==> src/rtl/wrs_pkg.sv <==
package wrs_pkg;
  typedef enum logic [2:0] {
    PH_NORMAL = 3'd0,
    PH_RESET  = 3'd1,
    PH_OPTREF = 3'd2,
    PH_STAB   = 3'd3
  } phase_t;

  // stabilization length: 2^(base + code)
  function automatic int unsigned stab_cycles(int unsigned base, int unsigned code);
    return 32'd1 << (base + code);
  endfunction

  // option-fetch wait length: a programmed zero means one cycle
  function automatic int unsigned optref_cycles(int unsigned prog);
    return (prog == 0) ? 32'd1 : prog;
  endfunction
endpackage

==> src/rtl/wrs_timer.sv <==
module wrs_timer #(
  parameter int CNT_W = 18
) (
  input  logic             clk,
  input  logic             rst_n,
  input  logic             clr,
  input  logic [CNT_W-1:0] limit,
  output logic             done
);
  logic [CNT_W-1:0] cnt;

  always_ff @(posedge clk or negedge rst_n) begin
    if (!rst_n)   cnt <= '0;
    else if (clr) cnt <= '0;
    else          cnt <= cnt + 1'b1;
  end

  assign done = (cnt == limit - 1'b1);
endmodule

==> src/rtl/wrs_ctrl.sv <==
module wrs_ctrl
  import wrs_pkg::*;
#(
  parameter int RST_CYC  = 16,
  parameter int OPT_W    = 16,
  parameter int EXP_BASE = 10,
  parameter int EXP_W    = 3,
  parameter int CNT_W    = 18
) (
  input  logic             clk,
  input  logic             rst_n,
  input  logic             wdt_ovf,
  input  logic             xtal_sel,
  input  logic [EXP_W-1:0] stab_exp,
  input  logic [OPT_W-1:0] opt_cycles,
  input  logic             tmr_done,
  output logic             tmr_clr,
  output logic [CNT_W-1:0] tmr_limit,
  output logic             nxt_normal,
  output logic             cur_normal,
  output logic             int_rst,
  output logic             osc_en,
  output logic             cpu_clk_en,
  output logic [2:0]       phase
);
  phase_t           ph_q, ph_d;
  logic             por_flag;
  logic             cfg_xtal;
  logic [EXP_W-1:0] cfg_exp;
  logic             leave_reset;

  always_comb begin
    ph_d = ph_q;
    if (wdt_ovf) ph_d = PH_RESET;
    else if (ph_q != PH_NORMAL && tmr_done) begin
      unique case (ph_q)
        PH_RESET:  ph_d = PH_OPTREF;
        PH_OPTREF: ph_d = cfg_xtal ? PH_STAB : PH_NORMAL;
        default:   ph_d = PH_NORMAL;
      endcase
    end
  end

  always_comb begin
    unique case (ph_q)
      PH_RESET:  tmr_limit = CNT_W'(RST_CYC);
      PH_OPTREF: tmr_limit = CNT_W'(optref_cycles(32'(opt_cycles)));
      PH_STAB:   tmr_limit = CNT_W'(stab_cycles(EXP_BASE, 32'(cfg_exp)));
      default:   tmr_limit = '0;
    endcase
  end

  assign tmr_clr     = (ph_d != ph_q) || wdt_ovf;
  assign leave_reset = (ph_q == PH_RESET) && (ph_d == PH_OPTREF);
  assign nxt_normal  = (ph_d == PH_NORMAL);
  assign cur_normal  = (ph_q == PH_NORMAL);
  assign phase       = ph_q;

  always_ff @(posedge clk or negedge rst_n) begin
    if (!rst_n) begin
      ph_q       <= PH_RESET;
      por_flag   <= 1'b1;
      cfg_xtal   <= 1'b0;
      cfg_exp    <= '0;
      int_rst    <= 1'b1;
      osc_en     <= 1'b0;
      cpu_clk_en <= 1'b0;
    end else begin
      ph_q       <= ph_d;
      int_rst    <= (ph_d == PH_RESET);
      osc_en     <= (ph_d != PH_RESET);
      cpu_clk_en <= (ph_d == PH_NORMAL);
      if (ph_d == PH_NORMAL) por_flag <= 1'b0;
      if (leave_reset) begin
        cfg_xtal <= xtal_sel;
        cfg_exp  <= por_flag ? {EXP_W{1'b1}} : stab_exp;
      end
    end
  end

  assert_rst_gates_R2: assert property (@(posedge clk) disable iff (!rst_n)
    int_rst |-> (!osc_en && !cpu_clk_en));
  assert_ovf_restart_R8: assert property (@(posedge clk) disable iff (!rst_n)
    wdt_ovf |=> (int_rst && phase == 3'd1 && !cpu_clk_en));
  assert_stab_xtal_R4: assert property (@(posedge clk) disable iff (!rst_n)
    (phase == 3'd3) |-> cfg_xtal);
  assert_skip_stab_R5: assert property (@(posedge clk) disable iff (!rst_n)
    (phase == 3'd2 && !cfg_xtal && !wdt_ovf) |=> (phase == 3'd2 || phase == 3'd0));
  assert_normal_entry_R6: assert property (@(posedge clk) disable iff (!rst_n)
    $rose(cpu_clk_en) |-> (osc_en && !int_rst && $past(phase) != 3'd1));
endmodule

==> src/rtl/wrs_pins.sv <==
module wrs_pins #(
  parameter int NPORT = 8
) (
  input  logic             clk,
  input  logic             rst_n,
  input  logic             nxt_normal,
  input  logic             cur_normal,
  input  logic             sw_pin_we,
  input  logic             sw_pin_val,
  output logic [NPORT-1:0] port_drv_en,
  output logic             rst_pin
);
  always_ff @(posedge clk or negedge rst_n) begin
    if (!rst_n) begin
      port_drv_en <= '0;
      rst_pin     <= 1'b0;
    end else begin
      port_drv_en <= {NPORT{nxt_normal}};
      if (!nxt_normal)                  rst_pin <= 1'b0;
      else if (cur_normal && sw_pin_we) rst_pin <= sw_pin_val;
    end
  end

  assert_pin_release_low_R10: assert property (@(posedge clk) disable iff (!rst_n)
    $rose(port_drv_en[0]) |-> !rst_pin);
endmodule

==> src/rtl/wdt_reset_sequencer.sv <==
module wdt_reset_sequencer
  import wrs_pkg::*;
#(
  parameter int RST_CYC  = 16,
  parameter int OPT_W    = 16,
  parameter int EXP_BASE = 10,
  parameter int EXP_W    = 3,
  parameter int NPORT    = 8
) (
  input  logic             clk,
  input  logic             rst_n,
  input  logic             wdt_ovf,
  input  logic             xtal_sel,
  input  logic [EXP_W-1:0] stab_exp,
  input  logic [OPT_W-1:0] opt_cycles,
  input  logic             sw_pin_we,
  input  logic             sw_pin_val,
  output logic             int_rst,
  output logic             osc_en,
  output logic             cpu_clk_en,
  output logic [NPORT-1:0] port_drv_en,
  output logic             rst_pin,
  output logic [2:0]       phase
);
  localparam int STAB_W = EXP_BASE + (1 << EXP_W);
  localparam int CNT_W  = (STAB_W > OPT_W) ? STAB_W : OPT_W;

  logic             tmr_clr, tmr_done, nxt_normal, cur_normal;
  logic [CNT_W-1:0] tmr_limit;

  wrs_timer #(.CNT_W(CNT_W)) u_timer (
    .clk(clk), .rst_n(rst_n), .clr(tmr_clr), .limit(tmr_limit), .done(tmr_done)
  );

  wrs_ctrl #(
    .RST_CYC(RST_CYC), .OPT_W(OPT_W), .EXP_BASE(EXP_BASE),
    .EXP_W(EXP_W), .CNT_W(CNT_W)
  ) u_ctrl (
    .clk(clk), .rst_n(rst_n), .wdt_ovf(wdt_ovf), .xtal_sel(xtal_sel),
    .stab_exp(stab_exp), .opt_cycles(opt_cycles), .tmr_done(tmr_done),
    .tmr_clr(tmr_clr), .tmr_limit(tmr_limit), .nxt_normal(nxt_normal),
    .cur_normal(cur_normal), .int_rst(int_rst), .osc_en(osc_en),
    .cpu_clk_en(cpu_clk_en), .phase(phase)
  );

  wrs_pins #(.NPORT(NPORT)) u_pins (
    .clk(clk), .rst_n(rst_n), .nxt_normal(nxt_normal), .cur_normal(cur_normal),
    .sw_pin_we(sw_pin_we), .sw_pin_val(sw_pin_val),
    .port_drv_en(port_drv_en), .rst_pin(rst_pin)
  );
endmodule

==> config.mk <==
export PLATFORM = sky130hd
export DESIGN_NAME = wdt_reset_sequencer
export DESIGN_NICKNAME = d
export VERILOG_FILES = /design/src/rtl/wrs_pkg.sv /design/src/rtl/wrs_timer.sv /design/src/rtl/wrs_ctrl.sv /design/src/rtl/wrs_pins.sv /design/src/rtl/wdt_reset_sequencer.sv
export SDC_FILE = /design/constraint.sdc
export NUM_CORES = 1
export LEC_CHECK = 0
export BUFFER_PORTS_ARGS = -buffer_cell sky130_fd_sc_hd__buf_2
export CORE_MARGIN = 4
export CORE_UTILIZATION = 27
export DETAILED_ROUTE_END_ITERATION = 10
export PLACE_DENSITY_LB_ADDON = 0.25
export SYNTH_ARGS = -nofsm -noshare
export SYNTH_HDL_FRONTEND = slang
export SYNTH_SLANG_ARGS = --single-unit
==> constraint.sdc <==
create_clock -name clk -period 7.35 [get_ports clk]
set_input_delay 0.3675 -clock clk [delete_from_list [all_inputs] [get_ports clk]]
set_output_delay 0.3675 -clock clk [all_outputs]
set_load 0.01 [all_outputs]
==> flow_metrics.env, run 1 <==
export IMPL_worst_slack_ns=2.931
export IMPL_route_met2_wl_um=3682
export IMPL_cts_resized=0
export IMPL_multi_input_area_um2=1754
export IMPL_slew_headroom=0.4834
export IMPL_syn_avg_cell_area_um2=8.320
export IMPL_mostFrequentLayoutCells="40 x nor2_1, 39 x buf_2, 27 x dfrtp_1, 18 x nand3_1, 18 x xnor2_1"
export IMPL_synthCells=320
export IMPL_detail_route_wl_per_cell_um=16.51
export IMPL_powerDensity_nw_per_um2=118.8
export IMPL_antenna_left=0
export IMPL_route_met3_wl_um=404
export IMPL_register_area_um2=754.5
export IMPL_synthToLayoutAreaGrowth_pct=13.44
export IMPL_first_pass_iters=4
export IMPL_yosysSeqAreaShare=0.2834
export IMPL_worst_setup_path_end_kind="flop"
export IMPL_ys_warn_count=0
export IMPL_crit_arrival_ns=4.54
export IMPL_final_layout_size_suffix_gt1_frac=0.1758
export IMPL_async_reset_ff_frac=1.000
export IMPL_synth_main_ff_cell="dfrtp_1"
export IMPL_slowest_stage="o31ai_4"
export IMPL_met1_length_um=3670
export IMPL_first_iter_violations=79
export IMPL_leakagePower_uw=0.001243
export IMPL_numCtsBuffers=5
export IMPL_fmax_ghz=0.2263
export IMPL_row_count=35
export IMPL_crit_start="opt_cycles[3]"
export IMPL_grt_usage=0.1391
export IMPL_clock_path_buffers=2
export IMPL_hp_class="primary input to async pin"
export IMPL_place_ws_ns=2.691
export IMPL_cp_required_ns=7.47
export IMPL_peakVddDrop_v=0.00006151
export IMPL_max_cap_viol_count=0
export IMPL_antenna_found_initial=0
export IMPL_cts_max_level=2
export IMPL_io_pins=40
export IMPL_r2r_start="u_ctrl.phase[1]$_DFF_PN0_"
export IMPL_ctsHoldBuffers=0
export IMPL_power_uw=358.8
export IMPL_critPathLaunchType="primary input"
export IMPL_hold_violations=0
export IMPL_syn_nets=348
export IMPL_synth_seq_cells=30
export IMPL_crit_chain="buf_2 -> or4_4 -> nor4_4 -> a21o_2 -> nand2_1 -> ha_1 -> xnor2_1 -> and3_1 -> nor4_1 -> nand3_1 -> nor4b_1 -> nand4_1 -> o31ai_4 -> nor2_1"
export IMPL_gp_congestion=0.8555
export IMPL_n_fill_cell=1005
export IMPL_finClkSkew_ns=0.01132
export IMPL_cts_tree="yes"
export IMPL_cts_setup_buffers=0
export IMPL_drt_total_wl_um=7859
export IMPL_worstMarginPinSlew_ns=0.7750
export IMPL_final_common_cell="nor2_1"
export IMPL_setup_viol=0
export IMPL_min_period_over_period=0.6012
export IMPL_drcViolationCount=0
export IMPL_final_net_count=374
export IMPL_regToRegSetupSlack_ns=3.31
export IMPL_initial_core_util=0.2828
export IMPL_die_y_um=107.3
export IMPL_tns_ns=0
export IMPL_grt_max_degree=31
export IMPL_viasPerCell=5.275
export IMPL_die_x_um=107.3
export IMPL_grt_pass1_wl_um=12760
export IMPL_root_buffer="clkbuf_8"
export IMPL_grt_pass1_vias=2464
export IMPL_crit_fanout=18
export IMPL_synth_edf_count=0
export IMPL_grt_overflow_total=0
export IMPL_ys_types=65
export IMPL_port_buffers=39
export IMPL_r2r_cells=12
export IMPL_place_hpwl_um=6240
export IMPL_synth_cell_area_um2=2663
export IMPL_endpoint="u_timer.cnt[4]$_DFF_PN0_"
export IMPL_max_stage_delay_ns=0.78
export IMPL_vias=2511
export IMPL_rsz0062_at_grt="no"
export IMPL_slew_violations=0
export IMPL_period_minus_slack_ns=4.419
export IMPL_coreArea_um2=9415
export IMPL_top_layer="met4"
export IMPL_die_area_um2=11510
export IMPL_n_antenna_cell=0
export IMPL_clk_latency_ns=0.28
export IMPL_worstSetupPathType="primary input to flop"
export IMPL_cts_sinks=30
export IMPL_outcome="finished clean"
export IMPL_r2r_end="u_timer.cnt[4]$_DFF_PN0_"
export IMPL_cts_clk_slew_worst_paths_ns=0.07
-- per-layer routing --
metal  vias up  global-route usage
li1       1230                   -
met1      1220              0.1910
met2        51              0.2279
met3        10             0.02340
met4         0             0.03196
met5         -                   0
-- cells in the mapped netlist, types with 9 or more instances --
master    instances  area share
nor2_1           40       0.056
dfrtp_1          27        0.25
nand3_1          18       0.034
xnor2_1          18       0.059
nand2_1          17       0.024
xor2_1           16       0.053
and3_1           11       0.026
o21ai_0          10       0.019
a21oi_1           9       0.017
buf_4             9       0.025
clkbuf_1          9       0.013
inv_1             9       0.013
-- per-stage QoR --
step	instances	util	hold slack [ns]	instance area (um^2)
2_1_floorplan	320	-	0.07191	2663
3_3_place_gp	468	0.3095	0.4497	2914
3_5_place_dp	468	0.3095	0.4576	2914
4_1_cts	476	0.3208	0.1570	3020
5_1_grt	476	0.3208	0.1696	3020
6_report	476	0.3208	0.1283	3020
-- worst min-delay path by stage --
stage	endpoint	cells after the start
final	u_ctrl.phase[1]$_DFF_PN0_	1
after global routing	u_timer.cnt[2]$_DFF_PN0_	1
after CTS	u_ctrl.phase[1]$_DFF_PN0_	1
after detailed placement	u_timer.cnt[4]$_DFF_PN0_	1
after global placement	u_timer.cnt[5]$_DFF_PN0_	1
after floorplan	u_ctrl.cfg_exp[0]$_DFFE_PN0P_	0
-- registers in the layout, indices dropped and copies added (netlist names) --
name / flops
u_ctrl.cfg_exp: 3
u_timer.cnt: 18
u_ctrl.cfg_xtal: 1
u_ctrl.cpu_clk_en: 1
u_ctrl.por_flag: 1
u_ctrl.int_rst: 1
u_ctrl.osc_en: 1
u_pins.rst_pin: 1
u_ctrl.phase: 3
-- report_power, final --
| group | total [uW] | internal, uW | switching (uW) |
|---|---|---|---|
| registers | 169 | 167 | 2.25 |
| logic | 29.8 | 11.0 | 18.8 |
| clock network | 160 | 101 | 58.9 |
| total | 359 | 279 | 79.9 |
-- layout make-up --
cell class              instances  share of cell area
repair buffers                 41             0.06959
clock buffers                   7             0.02527
flip-flops and latches         30              0.2498
multi-input cells             259              0.5808
inverters                       9             0.01118
well taps                     129             0.05344
clock inverters                 1            0.009942
-- critical path: cells and delay by family --
kind	cells	cell delay, ns
adders and majority gates	1	0.30
and+or+nand+nor	9	2.60
xor gates and xnor gates	1	0.16
buffers and inverters	1	0.14
AOI/OAI and AO/OA	2	0.98
-- kinds of logic after synthesis --
group	synth area share
adders and majority gates	0.01410
buffers and inverters	0.05968
muxes	0.03571
and+or+nand+nor	0.3064
AOI/OAI and AO/OA	0.1889
xor gates and xnor gates	0.1118
DFF	0.2834
No activity file was read; power rests on OpenSTA's default activity.
==> inputs of run 2 (changes only) <==
--- a/config.mk
+++ b/config.mk
@@ -5,6 +5,7 @@
 export SDC_FILE = /design/constraint.sdc
 export NUM_CORES = 1
 export LEC_CHECK = 0
+export ABC_AREA = 1
 export BUFFER_PORTS_ARGS = -buffer_cell sky130_fd_sc_hd__buf_2
 export CORE_MARGIN = 4
 export CORE_UTILIZATION = 27
==> constraint.sdc (replaced) <==
create_clock -name clk -period 4.1 [get_ports clk]
set_input_delay 0.205 -clock clk [delete_from_list [all_inputs] [get_ports clk]]
set_output_delay 0.205 -clock clk [all_outputs]
set_load 0.01 [all_outputs]
==> run 2 against run 1 <==
Power rose by 73%; register-to-register slack got worse by 2.6 ns; sequential power rose by 85%; critical endpoint is now u_timer.cnt[17]$_DFF_PN0_; highest routed layer unchanged.
==> flow_metrics.env, run 2 <==
export IMPL_final_layout_size_suffix_gt1_frac=0.1959
export IMPL_rsz0062_at_grt="no"
export IMPL_antenna_found_initial=0
export IMPL_largest_register="u_timer.cnt"
export IMPL_vias=2776
export IMPL_cts_sinks=30
export IMPL_io_pins=40
export IMPL_min_period_over_period=0.8173
export IMPL_cpLargestDelayFamily="simple AND/OR/NAND/NOR gates"
export IMPL_viasPerCell=4.470
export IMPL_worstMarginPinSlew_ns=0.7342
export IMPL_tns_ns=0
export IMPL_grt_usage=0.1323
export IMPL_grt_pass1_vias=2687
export IMPL_synth_common_cells="117 x nand2_1, 69 x nor2_1, 58 x inv_1, 53 x nand3_1, 27 x dfrtp_1"
export IMPL_initial_core_util=0.2762
export IMPL_syn_avg_cell_area_um2=6.351
export IMPL_dp_cells=612
export IMPL_synth_top_cell_area_share=0.2380
export IMPL_stdcell_count=621
export IMPL_synth_main_ff_cell="dfrtp_1"
export IMPL_synthToLayoutAreaGrowth_pct=12.91
export IMPL_hold_start="stab_exp[0]"
export IMPL_synth_cell_area_um2=2839
export IMPL_p_int_uw=443.4
export IMPL_die_area_um2=12220
export IMPL_slew_violations=0
export IMPL_final_common_cell="nand2_1"
export IMPL_die_x_um=110.5
export IMPL_muxShareOfSynthArea=0
export IMPL_grt_overflow_total=0
export IMPL_cts_clk_slew_worst_paths_ns=0.07
export IMPL_crit_fanout=19
export IMPL_cp_required_ns=4.28
export IMPL_hp_class="primary input to flop"
export IMPL_outcome="finished clean"
export IMPL_cts_tree="yes"
export IMPL_largest_reg_flops=18
export IMPL_hold_violations=0
export IMPL_max_cap_viol_count=0
export IMPL_seqPwrFrac=0.504
export IMPL_cp_common_cell="nand2_1"
export IMPL_crit_start="u_ctrl.phase[2]$_DFF_PN0_"
export IMPL_detail_route_wl_per_cell_um=12.72
export IMPL_slew_headroom=0.5105
export IMPL_synth_edf_count=0
export IMPL_yosysTopAreaCell="dfrtp_1"
export IMPL_synth_xor_area_share=0.07713
export IMPL_yosysSeqAreaShare=0.2658
export IMPL_crit_arrival_ns=3.53
export IMPL_max_stage_delay_ns=0.48
export IMPL_worstSetupPathType="flop to flop"
export IMPL_syn_nets=475
export IMPL_final_core_util=0.3119
export IMPL_clk_latency_ns=0.30
export IMPL_die_y_um=110.5
export IMPL_synth_compound_gate_area_share=0.02468
export IMPL_final_net_count=512
export IMPL_cts_max_level=2
export IMPL_grt_pass1_wl_um=13160
export IMPL_crit_chain="inv_2 -> nand2_2 -> nor2_4 -> nand2_1 -> ha_1 -> nand2_1 -> inv_1 -> o21bai_1 -> nand2_1 -> inv_1 -> nand3_1 -> nor2_1 -> nand3_1 -> nor2_1 -> nand4_2 -> nand2_1 -> nand3_2 -> nand2_1 -> nand2_2 -> nand2_4 -> nor2_1"
export IMPL_drt_total_wl_um=7902
export IMPL_cp_buffers_inverters=3
export IMPL_swShare=0.2839
export IMPL_synthCells=447
export IMPL_finClkSkew_ns=0.01218
export IMPL_combPwrFrac=0.097
export IMPL_row_count=37
export IMPL_fmax_ghz=0.2984
export IMPL_place_hpwl_um=6430
export IMPL_async_reset_ff_frac=1.000
export IMPL_power_uw=619.2
export IMPL_synth_seq_cells=30
export IMPL_grt_max_degree=31
export IMPL_r2r_start="u_ctrl.phase[2]$_DFF_PN0_"
export IMPL_clkPwrFrac=0.399
export IMPL_port_buffers=39
export IMPL_antenna_left=0
export IMPL_switchingPower_uw=175.8
export IMPL_powerDensity_nw_per_um2=193.2
export IMPL_ys_types=31
export IMPL_synthAdderAreaFrac=0.01322
export IMPL_root_buffer="clkbuf_8"
export IMPL_synthTopCellsByArea="dfrtp_1 24%, nand2_1 15%, nand3_1 9.3%"
export IMPL_drcViolationCount=0
export IMPL_leakagePower_uw=0.001641
export IMPL_clock_path_buffers=2
export IMPL_critPathLaunchType="flop"
export IMPL_coreArea_um2=10280
export IMPL_worst_setup_path_end_kind="flop"
export IMPL_slowest_stage="dfrtp_1"
export IMPL_mostFrequentLayoutCells="117 x nand2_1, 69 x nor2_1, 58 x inv_1, 53 x nand3_1, 39 x buf_2"
export IMPL_synth_top_family_by_area="simple AND/OR/NAND/NOR gates"
export IMPL_peakVddDrop_v=0.0001156
export IMPL_cts_resized=0
export IMPL_yosysMostFrequentCell="nand2_1"
export IMPL_ys_warn_count=0
export IMPL_first_pass_iters=4
export IMPL_period_minus_slack_ns=3.351
export IMPL_numCtsBuffers=5
export IMPL_first_iter_violations=118
export IMPL_synth_simple_area_share=0.4998
export IMPL_setup_viol=0
export IMPL_n_antenna_cell=0
export IMPL_gp_congestion=0.8987
-- run 2: changes by cell type after synthesis, moves of 9 or more --
cell	change
inv_1	+49
xnor2_1	-15
nor2_1	+29
clkbuf_1	-9
nor2_2	+11
nand2_2	+11
nand2_1	+100
and3_1	-11
nand3_1	+35
-- run 2: worst min-delay path: stages --
cell	delay (ns)
buf_2	0.07
nor2_1	0.03
o21ai_1	0.11
-- run 2: cells by family (layout without fill, tap and decap cells) --
family	after synthesis	in the layout
flip-flops	30	30
buffers and inverters	76	114
XOR/XNOR	25	25
AO/OA/AOI/OAI	13	13
adder cells (fa/ha/maj)	3	3
AND/OR/NAND/NOR	300	300
-- run 2: worst paths after layout --
check,cells after the start,endpoint,slack [ns]
worst max register to register,21,u_timer.cnt[17]$_DFF_PN0_,0.75
max in group asynchronous,2,u_timer.cnt[16]$_DFF_PN0_,3.13
worst max-delay path,21,u_timer.cnt[17]$_DFF_PN0_,0.75
min in group asynchronous,2,u_timer.cnt[6]$_DFF_PN0_,0.49
worst min register to register,2,u_ctrl.por_flag$_DFFE_PN1P_,0.47
worst min-delay path,3,u_ctrl.cfg_exp[0]$_DFFE_PN0P_,0.16
-- run 2: stage by stage --
| stage | worst slack [ns] | hold WS (ns) | instance area [um^2] |
|---|---|---|---|
| 2_1_floorplan | 1.171 | -0.09059 | 2839 |
| 3_3_place_gp | 0.8447 | 0.3023 | 3113 |
| 3_5_place_dp | 0.7445 | 0.3125 | 3113 |
| 4_1_cts | 0.7512 | 0.1568 | 3206 |
| 5_1_grt | 0.3369 | 0.1766 | 3206 |
| 6_report | 0.7489 | 0.1581 | 3206 |
-- run 2: per-layer routing --
metal | share of wire | GRT usage | wire length [um]
met5 | 0 | 0 | 0
met4 | 0.018 | 0.03941 | 144
met3 | 0.033 | 0.01973 | 260
met2 | 0.47 | 0.2261 | 3698
met1 | 0.48 | 0.1720 | 3799
-- run 2: power by group through the flow --
| stage | registers (uW) | clock network, uW | logic (uW) |
|---|---|---|---|
| 6_report | 312 | 247 | 60.1 |
| 5_1_grt | 313 | 266 | 70.5 |
| 4_1_cts | 312 | 257 | 61.2 |
| 3_5_place_dp | 318 | 0 | 60.2 |
| 3_3_place_gp | 317 | 0 | 58.6 |
| 2_1_floorplan | 315 | 0 | 33.6 |
-- run 2: area by class of cell --
class | instances | area, um^2
Multi-Input combinational cell | 341 | 1745
Clock buffer | 6 | 72.57
Timing Repair Buffer | 40 | 205.2
Sequential cell | 30 | 754.5
Tap cell | 136 | 170.2
Fill cell | 1168 | 7072
Inverter | 66 | 247.7
Clock inverter | 2 | 10.01
-- run 2: repair_timing --
item	in CTS	in global routing
endpoints found under the hold margin	15	0
hold buffers	1	0
buffers inserted	0	0
==> inputs of run 3 (changes only) <==
--- a/config.mk
+++ b/config.mk
@@ -5,7 +5,7 @@
 export SDC_FILE = /design/constraint.sdc
 export NUM_CORES = 1
 export LEC_CHECK = 0
-export ABC_AREA = 1
+export ABC_AREA = 0
 export BUFFER_PORTS_ARGS = -buffer_cell sky130_fd_sc_hd__buf_2
 export CORE_MARGIN = 4
 export CORE_UTILIZATION = 27
==> constraint.sdc (replaced) <==
create_clock -name clk -period 3.15 [get_ports clk]
set_input_delay 0.1575 -clock clk [delete_from_list [all_inputs] [get_ports clk]]
set_output_delay 0.1575 -clock clk [all_outputs]
set_load 0.01 [all_outputs]
==> run 3 against run 2 <==
Wire length increased by 13%; sequential power increased by 27%; critical path depth decreased by 5; register-to-register slack got worse by 0.83 ns; clock power increased by 54%; worst hold slack got worse by 0.029 ns; the run now ends with negative setup slack left; sequential share of layout area decreased by 3.3 points; clock skew decreased by 0.0059 ns; non-clock buffer count increased by 75; utilization increased by 8.4 points; cell count decreased by 11%.
==> flow_metrics.env, run 3 (synthesized netlist as in run 1, its figures left out) <==
export IMPL_hold_violations=0
export IMPL_root_buffer="clkbuf_8"
export IMPL_drt_total_wl_um=8944
export IMPL_detail_route_wl_per_cell_um=16.26
export IMPL_viasPerCell=5.051
export IMPL_cts_max_level=2
export IMPL_finClkSkew_ns=0.006287
export IMPL_final_net_count=448
export IMPL_power_uw=873.3
export IMPL_route_met3_wl_um=397
export IMPL_vias=2778
export IMPL_cts_sinks=30
export IMPL_numCtsBuffers=5
export IMPL_leakagePower_uw=0.001642
export IMPL_r2r_cells=11
export IMPL_place_ws_ns=-0.4896
export IMPL_peakVddDrop_v=0.0001228
export IMPL_synthToLayoutAreaGrowth_pct=40.13
export IMPL_io_pins=40
export IMPL_powerDensity_nw_per_um2=234.1
export IMPL_crit_chain="buf_6 -> or4_4 -> nor4_4 -> a21o_2 -> nand2_2 -> ha_4 -> xnor2_2 -> a21oi_2 -> nor4_2 -> nand3_1 -> nor4b_2 -> nand4_1 -> buf_6 -> nor4_4 -> buf_4 -> mux2i_1"
export IMPL_worstSetupPathType="primary input to flop"
export IMPL_crit_arrival_ns=3.43
export IMPL_clk_latency_ns=0.28
export IMPL_mostFrequentLayoutCells="72 x buf_4, 40 x nor2_1, 36 x buf_2, 27 x dfrtp_1, 17 x nand3_1"
export IMPL_first_iter_violations=122
export IMPL_die_y_um=107.3
export IMPL_period_minus_slack_ns=3.236
export IMPL_violations="negative setup slack"
export IMPL_worst_setup_path_end_kind="flop"
export IMPL_worstMarginPinSlew_ns=0.6790
export IMPL_worst_slack_ns=-0.08565
export IMPL_hp_class="primary input to flop"
export IMPL_final_common_cell="buf_4"
export IMPL_route_met2_wl_um=4342
export IMPL_cts_clk_slew_worst_paths_ns=0.06
export IMPL_die_x_um=107.3
export IMPL_grt_usage=0.1550
export IMPL_max_stage_delay_ns=0.56
export IMPL_largest_reg_flops=18
export IMPL_top_layer="met4"
export IMPL_min_period_over_period=1.027
export IMPL_min_path_cells=2
export IMPL_critPathLaunchType="primary input"
export IMPL_setup_viol=24
export IMPL_first_pass_iters=4
export IMPL_initial_core_util=0.2828
export IMPL_cts_tree="yes"
export IMPL_rsz0062_at_grt="yes"
export IMPL_hold_ws_ns=0.1294
export IMPL_max_cap_viol_count=0
export IMPL_final_layout_size_suffix_gt1_frac=0.3634
export IMPL_grt_pass1_wl_um=14040
export IMPL_grt_pass1_vias=2670
export IMPL_coreArea_um2=9415
export IMPL_drcViolationCount=0
export IMPL_slew_headroom=0.5473
export IMPL_antenna_left=0
export IMPL_outcome="complete, but fails checks"
export IMPL_met1_length_um=4095
export IMPL_clock_path_buffers=2
export IMPL_gp_congestion=0.9170
export IMPL_cp_required_ns=3.35
export IMPL_die_area_um2=11510
export IMPL_n_antenna_cell=0
export IMPL_antenna_found_initial=0
export IMPL_port_buffers=39
export IMPL_placed_area_um2=3497
export IMPL_final_area_um2=3731
export IMPL_final_core_util=0.3963
export IMPL_largest_register="u_timer.cnt"
export IMPL_grt_max_degree=31
export IMPL_slew_violations=0
export IMPL_fmax_ghz=0.3091
export IMPL_grt_overflow_total=0
export IMPL_slowest_stage="or4_4"
export IMPL_row_count=35
export IMPL_place_hpwl_um=7303
export IMPL_crit_fanout=5
[run 3: cell count changes in the layout (fill, tap and decap cells not counted), moves of 13 or more]
| cell | delta |
|---|---|
| nand2_1 | -101 |
| buf_4 | +72 |
| inv_1 | -49 |
| nand3_1 | -36 |
| nor2_1 | -29 |
| xnor2_1 | +13 |
[run 3: critical path, delay by kind of cell]
family | cells | cell delay [ns]
muxes | 1 | 0.18
AOI/OAI and AO/OA | 2 | 0.22
xor gates and xnor gates | 1 | 0.19
and+or+nand+nor | 8 | 2.06
buffers and inverters | 3 | 0.45
adders and majority gates | 1 | 0.18
[run 3: timing repair]
action / 4_1_cts / 5_1_grt
setup endpoints to repair: 28 / 30
pin swaps: 1 / 3
hold buffers: 1 / 0
resized for setup: 8 / 9
buffers inserted: 1 / 2
endpoints found under the hold margin: 27 / 0
[run 3: where the power goes]
| part | total [uW] | internal, uW | switching, uW |
|---|---|---|---|
| Clock | 380 | 236 | 144 |
| Sequential | 395 | 389 | 6.04 |
| Combinational | 98.7 | 46.8 | 51.8 |
[run 3: final timing paths]
kind                                        startpoint  slack, ns                             to
max                                      opt_cycles[9]      -0.09  u_ctrl.cfg_exp[1]$_DFFE_PN0P_
min                                           xtal_sel       0.13    u_ctrl.cfg_xtal$_DFFE_PN0P_
max reg2reg                  u_ctrl.phase[0]$_DFF_PN1_      -0.08  u_ctrl.cfg_exp[1]$_DFFE_PN0P_
min reg2reg                u_ctrl.por_flag$_DFFE_PN1P_       0.49    u_ctrl.por_flag$_DFFE_PN1P_
max in group asynchronous                        rst_n       2.24       u_timer.cnt[4]$_DFF_PN0_
min in group asynchronous                        rst_n       0.46  u_ctrl.cfg_exp[2]$_DFFE_PN0P_
[run 3: cell type report]
type / count / area (um^2)
clock buffer: 6 / 72.57
clock inverter: 2 / 37.54
fill: 970 / 5684
inverter: 9 / 33.78
multi-input combinational: 259 / 1856
sequential: 30 / 754.5
tap: 129 / 161.4
timing repair buffer: 115 / 815.8
[run 3: layer usage]
| layer | up-vias | global-route usage |
|---|---|---|
| met5 | - | 0 |
| met4 | 0 | 0.03196 |
| met3 | 10 | 0.01800 |
| met2 | 50 | 0.2592 |
| met1 | 1337 | 0.2152 |
| li1 | 1381 | - |
[run 3: metrics by stage]
stage	TNS [ns]	std cells
after floorplan	-9.124	320
after global placement	-8.455	538
after detailed placement	-10.81	538
after CTS	-1.142	548
after global routing	-5.785	550
final	-1.022	550
